===== config.mk =====
export PLATFORM = sky130hd
export DESIGN_NAME = flash_busctl
export DESIGN_NICKNAME = d
export VERILOG_FILES = /design/src/rtl/flash_busctl_pkg.sv /design/src/rtl/flash_bus_decode.sv /design/src/rtl/flash_wake_timer.sv /design/src/rtl/flash_rst_seq.sv /design/src/rtl/flash_busctl.sv
export SDC_FILE = /design/constraint.sdc
export NUM_CORES = 1
export LEC_CHECK = 0
export BUFFER_PORTS_ARGS = -buffer_cell sky130_fd_sc_hd__buf_2
export CAP_MARGIN = 20
export CORE_MARGIN = 10
export CORE_UTILIZATION = 50
export CTS_CLUSTER_DIAMETER = 50
export DETAILED_ROUTE_END_ITERATION = 6
export PLACE_DENSITY_LB_ADDON = 0.08
export SETUP_SLACK_MARGIN = 0.1
export SLEW_MARGIN = 15
export SYNTH_ARGS = -nofsm -noshare
export SYNTH_HDL_FRONTEND = slang
export SYNTH_HIERARCHICAL = 1
export SYNTH_SLANG_ARGS = --single-unit

===== constraint.sdc =====
create_clock -name clk -period 1.9 [get_ports clk]
set_input_delay 0.285 -clock clk [delete_from_list [all_inputs] [get_ports clk]]
set_output_delay 0.285 -clock clk [all_outputs]
set_load 0.05 [all_outputs]

===== src/rtl/flash_busctl_pkg.sv =====
package flash_busctl_pkg;

    typedef enum logic [2:0] {
        BM_READ,
        BM_ODIS,
        BM_STBY,
        BM_RESET,
        BM_WRITE,
        BM_ILLEGAL
    } bus_mode_e;

    typedef enum logic [1:0] {
        PW_ACTIVE  = 2'd0,
        PW_STANDBY = 2'd1,
        PW_RESET   = 2'd2
    } pwr_e;

    typedef enum logic [1:0] {
        SQ_NORMAL,
        SQ_PEND,
        SQ_RESET,
        SQ_SHUT
    } seq_e;

    localparam logic [7:0] STATUS_INIT = 8'h80;

    // Pin levels to bus mode; reset dominates, then deselect.
    function automatic bus_mode_e decode_mode(input logic rp_n, input logic ce_n,
                                              input logic oe_n, input logic we_n);
        bus_mode_e m;
        if (!rp_n)              m = BM_RESET;
        else if (ce_n)          m = BM_STBY;
        else if (!oe_n && we_n) m = BM_READ;
        else if (oe_n && we_n)  m = BM_ODIS;
        else if (oe_n)          m = BM_WRITE;
        else                    m = BM_ILLEGAL;
        return m;
    endfunction

endpackage


===== src/rtl/flash_bus_decode.sv =====
module flash_bus_decode
    import flash_busctl_pkg::*;
(
    input  logic      rp_n,
    input  logic      ce_n,
    input  logic      oe_n,
    input  logic      we_n,
    output bus_mode_e mode
);
    assign mode = decode_mode(rp_n, ce_n, oe_n, we_n);
endmodule


===== src/rtl/flash_wake_timer.sv =====
module flash_wake_timer #(
    parameter int T = 4
) (
    input  logic clk,
    input  logic rst,
    input  logic load,
    output logic done
);
    localparam int TW = $clog2(T + 1);
    localparam logic [TW-1:0] T_VAL = TW'(T);

    logic [TW-1:0] cnt_q;

    always_ff @(posedge clk) begin
        if (rst)                cnt_q <= T_VAL;
        else if (load)          cnt_q <= T_VAL;
        else if (cnt_q != '0)   cnt_q <= cnt_q - 1'b1;
    end

    assign done = (cnt_q == '0);
endmodule


===== src/rtl/flash_rst_seq.sv =====
module flash_rst_seq
    import flash_busctl_pkg::*;
#(
    parameter int T_PLPH = 3,
    parameter int T_PLRH = 5
) (
    input  logic clk,
    input  logic rst,
    input  logic rp_n,
    input  logic busy,
    output seq_e state,
    output logic wake_load,
    output logic abort_set
);
    localparam int LW = (T_PLPH > 2) ? $clog2(T_PLPH) : 1;
    localparam int SW = (T_PLRH > 2) ? $clog2(T_PLRH) : 1;
    localparam logic [LW-1:0] LOW_LAST = LW'(T_PLPH - 1);
    localparam logic [SW-1:0] SD_LAST  = SW'(T_PLRH - 1);
    localparam bit QUICK = (T_PLPH <= 1);

    seq_e          st_q, st_d;
    logic [LW-1:0] low_q, low_d;
    logic [SW-1:0] sd_q, sd_d;
    logic          flag_q, flag_d;   // reset entered from shutdown: timers already run
    logic          accept;

    always_comb begin
        st_d      = st_q;
        low_d     = low_q;
        sd_d      = sd_q;
        flag_d    = flag_q;
        accept    = 1'b0;
        wake_load = 1'b0;
        case (st_q)
            SQ_NORMAL: begin
                if (!rp_n) begin
                    if (QUICK) accept = 1'b1;
                    else begin
                        st_d  = SQ_PEND;
                        low_d = LW'(1);
                    end
                end
            end
            SQ_PEND: begin
                if (rp_n)                   st_d = SQ_NORMAL;
                else if (low_q == LOW_LAST) accept = 1'b1;
                else                        low_d = low_q + 1'b1;
            end
            SQ_RESET: begin
                if (rp_n) begin
                    st_d      = SQ_NORMAL;
                    wake_load = !flag_q;
                end
            end
            SQ_SHUT: begin
                if (sd_q == SD_LAST) begin
                    wake_load = 1'b1;
                    if (rp_n) st_d = SQ_NORMAL;
                    else begin
                        st_d   = SQ_RESET;
                        flag_d = 1'b1;
                    end
                end else begin
                    sd_d = sd_q + 1'b1;
                end
            end
            default: st_d = SQ_RESET;
        endcase
        if (accept) begin
            sd_d   = '0;
            flag_d = 1'b0;
            st_d   = busy ? SQ_SHUT : SQ_RESET;
        end
    end

    always_ff @(posedge clk) begin
        if (rst) begin
            st_q   <= SQ_RESET;
            low_q  <= '0;
            sd_q   <= '0;
            flag_q <= 1'b0;
        end else begin
            st_q   <= st_d;
            low_q  <= low_d;
            sd_q   <= sd_d;
            flag_q <= flag_d;
        end
    end

    assign state     = st_q;
    assign abort_set = accept && busy;
endmodule


===== src/rtl/flash_busctl.sv =====
module flash_busctl
    import flash_busctl_pkg::*;
#(
    parameter int DW     = 8,
    parameter int NBLK   = 4,
    parameter int T_PLPH = 3,
    parameter int T_PHQV = 4,
    parameter int T_PHWL = 6,
    parameter int T_PLRH = 5
) (
    input  logic            clk,
    input  logic            rst,
    input  logic            rp_n,
    input  logic            ce_n,
    input  logic            oe_n,
    input  logic            we_n,
    input  logic [DW-1:0]   din,
    input  logic            busy,
    input  logic [6:0]      stat_set,
    input  logic [NBLK-1:0] unlock,
    input  logic            cmd_leave,
    output logic            dq_oe,
    output logic            rd_valid,
    output logic            wr_ready,
    output logic            wr_stb,
    output logic [DW-1:0]   wr_data,
    output logic [1:0]      pwr_state,
    output logic            abort_req,
    output logic            aborted,
    output logic            read_array,
    output logic [7:0]      status,
    output logic [NBLK-1:0] lock
);
    bus_mode_e mode;
    seq_e      state;
    pwr_e      pwr;
    logic      wake_load, abort_set, rd_done, wr_done;
    logic      in_reset, wr_take;

    logic            wr_seen_q, wr_stb_q, aborted_q, arr_q;
    logic [DW-1:0]   wr_data_q;
    logic [7:0]      stat_q;
    logic [NBLK-1:0] lock_q;

    flash_bus_decode u_dec (
        .rp_n(rp_n), .ce_n(ce_n), .oe_n(oe_n), .we_n(we_n), .mode(mode)
    );

    flash_rst_seq #(.T_PLPH(T_PLPH), .T_PLRH(T_PLRH)) u_seq (
        .clk(clk), .rst(rst), .rp_n(rp_n), .busy(busy),
        .state(state), .wake_load(wake_load), .abort_set(abort_set)
    );

    flash_wake_timer #(.T(T_PHQV)) u_rd_tmr (
        .clk(clk), .rst(rst), .load(wake_load), .done(rd_done)
    );

    flash_wake_timer #(.T(T_PHWL)) u_wr_tmr (
        .clk(clk), .rst(rst), .load(wake_load), .done(wr_done)
    );

    assign in_reset = (state == SQ_RESET) || (state == SQ_SHUT);
    assign dq_oe    = (state == SQ_NORMAL) && (mode == BM_READ);
    assign rd_valid = dq_oe && rd_done;
    assign wr_ready = (state == SQ_NORMAL) && rp_n && wr_done;
    assign wr_take  = wr_ready && (mode == BM_WRITE) && !wr_seen_q;

    always_comb begin
        if (state == SQ_RESET)      pwr = PW_RESET;
        else if (state == SQ_SHUT)  pwr = PW_ACTIVE;
        else if (busy)              pwr = PW_ACTIVE;
        else if (ce_n)              pwr = PW_STANDBY;
        else                        pwr = PW_ACTIVE;
    end

    always_ff @(posedge clk) begin
        if (rst) begin
            wr_seen_q <= 1'b0;
            wr_stb_q  <= 1'b0;
            wr_data_q <= '0;
            aborted_q <= 1'b0;
            stat_q    <= STATUS_INIT;
            lock_q    <= '1;
            arr_q     <= 1'b1;
        end else begin
            wr_seen_q <= (mode == BM_WRITE);
            wr_stb_q  <= wr_take;
            if (wr_take) wr_data_q <= din;
            if (abort_set)    aborted_q <= 1'b1;
            else if (wr_take) aborted_q <= 1'b0;
            if (in_reset) begin
                stat_q <= STATUS_INIT;
                lock_q <= '1;
                arr_q  <= 1'b1;
            end else begin
                stat_q <= {~busy, stat_q[6:0] | stat_set};
                lock_q <= lock_q & ~unlock;
                if (cmd_leave) arr_q <= 1'b0;
            end
        end
    end

    assign wr_stb     = wr_stb_q;
    assign wr_data    = wr_data_q;
    assign pwr_state  = pwr;
    assign abort_req  = (state == SQ_SHUT);
    assign aborted    = aborted_q;
    assign read_array = arr_q;
    assign status     = stat_q;
    assign lock       = lock_q;
endmodule


== Word level (Yosys, flattened, before mapping) ==
Cells that the tools add are included.
Storage, ports and cells
  register bits: 38
  bits of input ports: 27
  output and inout bits: 29
Operators by class
  add/subtract/negate cells: 4
  equal/unequal tests: 12
  mux-type cells: 27
  bitwise operators: 6
  reduce and logical (&&, ||, !) cells: 29
Operators by type and width (count)
  2-bit 2-to-1 mux: 8
  1-bit 2-to-1 mux: 12
  3-bit 2-to-1 mux: 4
  1-bit logical AND: 9
  3-bit zero test: 3
  2-bit OR reduction: 4
  7-bit bitwise OR: 1
  2-bit equality test (second input constant): 3
  3-bit equality test (second input constant): 2
  2-bit inequality test (second input constant): 3
  3-bit by 1-bit inequality test with 1-bit output (second input constant): 2
  2-bit case mux with 3 select lines: 1
  3-bit AND reduction: 2
  3-bit nonzero test: 2
  3-bit by 1-bit subtractor with 3-bit output (second input constant): 2
  4-bit bitwise AND: 1
  4-bit inverter: 1
  2-bit case mux with 2 select lines: 1
  4-bit AND reduction: 1
  2-bit nonzero test: 2
  3-bit by 1-bit adder with 3-bit output (second input constant): 1
  1-bit zero test: 3
  3-bit by 2-bit inequality test with 1-bit output (second input constant): 1
  1-bit inverter: 3
  other kinds (6): 6

== Longest topological paths before layout ==
  depth after elaboration: 10
  depth in mapped cells: 8
  gate-level depth less buffers: 7

== Cells and area by module ==
Netlist, hierarchy kept.
Modules (own cells, without submodules)
  flash_busctl: times used 1, cells an instance 85, area an instance 887.1 um2
  flash_rst_seq: times used 1, cells an instance 56, area an instance 519.2 um2
  flash_wake_timer (u_wr_tmr): times used 1, cells an instance 16, area an instance 167.7 um2
  flash_wake_timer (u_rd_tmr): times used 1, cells an instance 17, area an instance 166.4 um2
  flash_bus_decode: times used 1, cells an instance 7, area an instance 61.3 um2

== Worst setup path before layout ==
No wires, ideal clock.
  path type: input to output
  from: input port oe_n
  to: output port rd_valid
  data arrival time: 3105 ps
  data required time: 1615 ps
  slack: -1490 ps
  stages: 7
  cells stage by stage: inv_1 ha_1 inv_1 o21ai_0 nor2_1 nor4b_1 and2_1
Between the ends
  longest elaborated chain between the ends: 8
RTL lines
  from (decl): line flash_busctl.sv:15  | input logic oe_n,
  1-bit 2-to-1 mux, or another cell as far along: line flash_busctl_pkg.sv:35  | else if (oe_n) m = BM_WRITE;
  3-bit 2-to-1 mux or 1-bit logical AND (tied branches): line flash_busctl_pkg.sv:34, flash_busctl_pkg.sv:33
  3-bit 2-to-1 mux (*): line flash_busctl_pkg.sv:33  | else if (!oe_n && we_n) m = BM_READ;
  3-bit 2-to-1 mux (*): line flash_busctl_pkg.sv:32  | else if (ce_n) m = BM_STBY;
  3-bit 2-to-1 mux (*): line flash_busctl_pkg.sv:31  | if (!rp_n) m = BM_RESET;
  net mode[0]: line flash_busctl.sv:34  | bus_mode_e mode;
  3-bit zero test (*): line flash_busctl.sv:63  | assign dq_oe = (state == SQ_NORMAL) && (mode == BM_READ);
  1-bit logical AND (*): line flash_busctl.sv:63
  net dq_oe: line flash_busctl.sv:22  | output logic dq_oe,
  1-bit logical AND (*): line flash_busctl.sv:64  | assign rd_valid = dq_oe && rd_done;
  to (decl): line flash_busctl.sv:23  | output logic rd_valid,
The timed path passes the listed nets; every way through them passes the cells marked *.

== Worst setup path in the final report ==
  from: register u_wr_tmr.cnt_q[1]
  to: output port wr_ready
Between the ends
  longest elaborated chain between the ends: 2
RTL lines
  from (decl): line flash_wake_timer.sv:12  | logic [TW-1:0] cnt_q;
  from (signal assigned): line flash_wake_timer.sv:17  | else if (cnt_q != '0) cnt_q <= cnt_q - 1'b1;
  3-bit zero test: line flash_wake_timer.sv:20  | assign done = (cnt_q == '0);
  net wr_done: line flash_busctl.sv:37  | logic wake_load, abort_set, rd_done, wr_done;
  1-bit logical AND: line flash_busctl.sv:65  | assign wr_ready = (state == SQ_NORMAL) && rp_n && wr_done;
  to (decl): line flash_busctl.sv:24  | output logic wr_ready,
The timed path passes the listed nets, and every way through them passes these cells.

==> results.toml <==
[status]
status = "completed"

[synthesis]
synth_top_family_by_area = "simple AND/OR/NAND/NOR gates"
synthMuxAreaShare = 0.0757
syn-num-nets = 221
yosys.area_share.simple = 0.215
ys_ff_latch = 38
syn_inst = 181
synth_edf_count = 0
synth.distinct_cells = 44
ys.flop_type = "dfxtp_1"
synthAdderAreaFrac = 0.0903
synth_compound_area_frac = 0.119
synth-xor-area-share = 0.0146
synth_area_per_cell_um2 = 9.95
syn-cell-area_um2 = 1800
ys.warnings.count = 6
seq_area_frac_synth = 0.422
synthArstFlopShare = 0

[global_routing]
grt_pass1_wl_mm = 6.53
grt_max_degree = 31
grt_use_total = 0.126
grt_overflow = 0
grt_pass1_vias = 1540
grt_antenna_before_repair = 0

[timing]
hold_violations = 0
max_freq_mhz = 572
fin_crit_ns = 1.75
clock_skew_ns = 0.00751
rsz0062_at_grt = "no"
fin_setup_tns_ns = 0
fin_ws_ns = 0.152
setup_violations = 0
slew_headroom = 0.552
tightest_slew_ns = 0.665
slew_violations = 0
period_share = 0.920

[critical_path]
rr_worst_depth = 5
cp_data_arrival_time_ns = 1.46
cp-end-kind = "output port"
crit_path_end = "wr_ready"
crit_required_ns = 1.62
critPathLaunchType = "flip-flop"
timing.rr.start = "u_seq/state[0]"
path_max_fanout = 3
critPathLaunch = "u_wr_tmr/cnt_q[1]"
rrSetupSlack_ns = 0.20
r2r_end = "u_seq/state[1]"
critPathKind = "reg -> out"

[clock_tree]
clock_latency_ns = 0.34
clkTransAtPathRegs_ns = 0.11
h-tree-depth = 2
clock-root-buffer = "clkbuf_4"
cts_tree = "done"
clockBufferDepth = 2
cts.sinks = 38
cts_made_buffers = 5
hold_buffers = 0

[final_layout]
nNetsFinal = 286
layout_commonest_cell = "buf_2"
final_area_um2 = 2330
layout_common_cells = "52 x buf_2, 35 x dfxtp_1, 19 x nand2b_1"
area_delta_synth_final_pct = 29.4
diodes = 0
layout.cells.non_filler = 293
final_layout_size_suffix_gt1_frac = 0.405

[routing]
dr.pass1.iters = 4
drt_iter0_markers = 58
route.detailed.drc = 0
wl_per_cell_um = 14.0
route.met2.wl_mm = 2.00
routed.top_layer = "met4"
drtAntennaViolNets = 0
drt-met1-wl_mm = 1.66
drt-total-wl_mm = 4.10
viasPerCell = 5.03
vias = 1475
wl_met3_um = 402

[place]
dp_cells = 281
dp_hpwl_mm = 3.16
port-buffer-count = 55
dpl_cell_area_um2 = 2170
gp_congestion = 0.688
pre_cts_ws_ns = 0.0374

[die]
initial_core_util = 0.527
coreArea_um2 = 3420
rows = 21
die_h_um = 80.0
die_w_um = 80.0
pin_count = 56
die-area_um2 = 6400

[hold_path]
hp-class = "in -> reg"

[pwr]
power.density_nw_per_um2 = 786
ir_drop_v = 0.000684
leakagePower_nw = 1.06

[flow_run]
maxCapViolCount = 0
## worst max-delay path, stage by stage (launching register included)
cell and delay, ns:
dfxtp_1 0.32, inv_2 0.08, ha_4 0.13, nor2b_4 0.16
and4bb_2 0.27, buf_8 0.15
## Yosys cell counts, types with 2 or more instances
library cell / number / area [µm²]
o21ai_0: 7 / 35.0
inv_1: 20 / 75.1
xnor2_1: 3 / 26.3
nand2_1: 6 / 22.5
nor3_2: 2 / 20.0
o21ai_1: 3 / 15.0
and2_1: 2 / 12.5
mux2i_1: 11 / 110
nor3_1: 4 / 20.0
a21oi_1: 2 / 10.0
nand2b_4: 2 / 27.5
nor2_1: 10 / 37.5
nor3b_1: 2 / 15.0
clkbuf_1: 3 / 11.3
dfxtp_1: 38 / 761
nand2b_1: 19 / 119
ha_1: 13 / 163
o21a_1: 8 / 60.1
## timing repair
item / CTS / global route
gates resized for setup: 13 / 6
pin swaps: 3 / 3
endpoints found under the setup margin: 3 / 11
cloned: 0 / 1
buffers inserted: 1 / 2
## state kept, by name, summed over array words and instances (netlist names), 2 cells and up
name and flops:
status 8, u_seq/sd_q 3, u_seq/state 2, lock 4
u_seq/low_q 2, u_wr_tmr/cnt_q 3, wr_data 8, u_rd_tmr/cnt_q 3
## worst min path at each step
stage	to	cells past startpoint	slack, ns	startpoint
detailed placement	status[5]	1	0.44	status[5]
global placement	status[2]	1	0.43	status[2]
floorplan	status[7]	1	0.35	busy
finish	read_array	2	0.11	cmd_leave
CTS	lock[3]	2	0.1	unlock[3]
global route	lock[3]	2	0.09	unlock[3]
## final cells by class
class                   instances  area, µm²
multi-input cells             119        996
inverters                      20       82.6
flip-flops and latches         38        767
repair buffers                 62        350
fillers                       275       1080
well taps                      46       57.6
clock buffers                   6       41.3
clock inverters                 2       37.5
## through the flow
stage               hold WS, ns  power [mW]   util
floorplan                 0.347        1.18      -
global placement          0.431        1.27  0.634
detailed placement        0.437        1.29  0.634
CTS                      0.0952        1.84  0.671
global route             0.0913        1.92  0.683
finish                    0.113        1.83  0.683
## power breakdown
group | switching, mW | internal (mW)
Clock | 0.261 | 0.278
Sequential | 0.0342 | 0.846
Combinational | 0.242 | 0.173
## per-layer routing
layer | global-route usage | up-vias
li1 | - | 734
met4 | 0.0528 | 0
met5 | 0 | -
met2 | 0.214 | 48
met1 | 0.127 | 689
met3 | 0.0653 | 4
## kinds of logic (layout without fill, tap and decap cells)
logic type / Yosys count / in the layout
AOI/OAI and AO/OA: 29 / 29
xor gates and xnor gates: 3 / 3
adders and majority gates: 13 / 13
DFF: 38 / 38
muxes: 13 / 13
and+or+nand+nor: 60 / 61
buffers and inverters: 25 / 90
No activity file was read; power rests on OpenSTA's default activity.
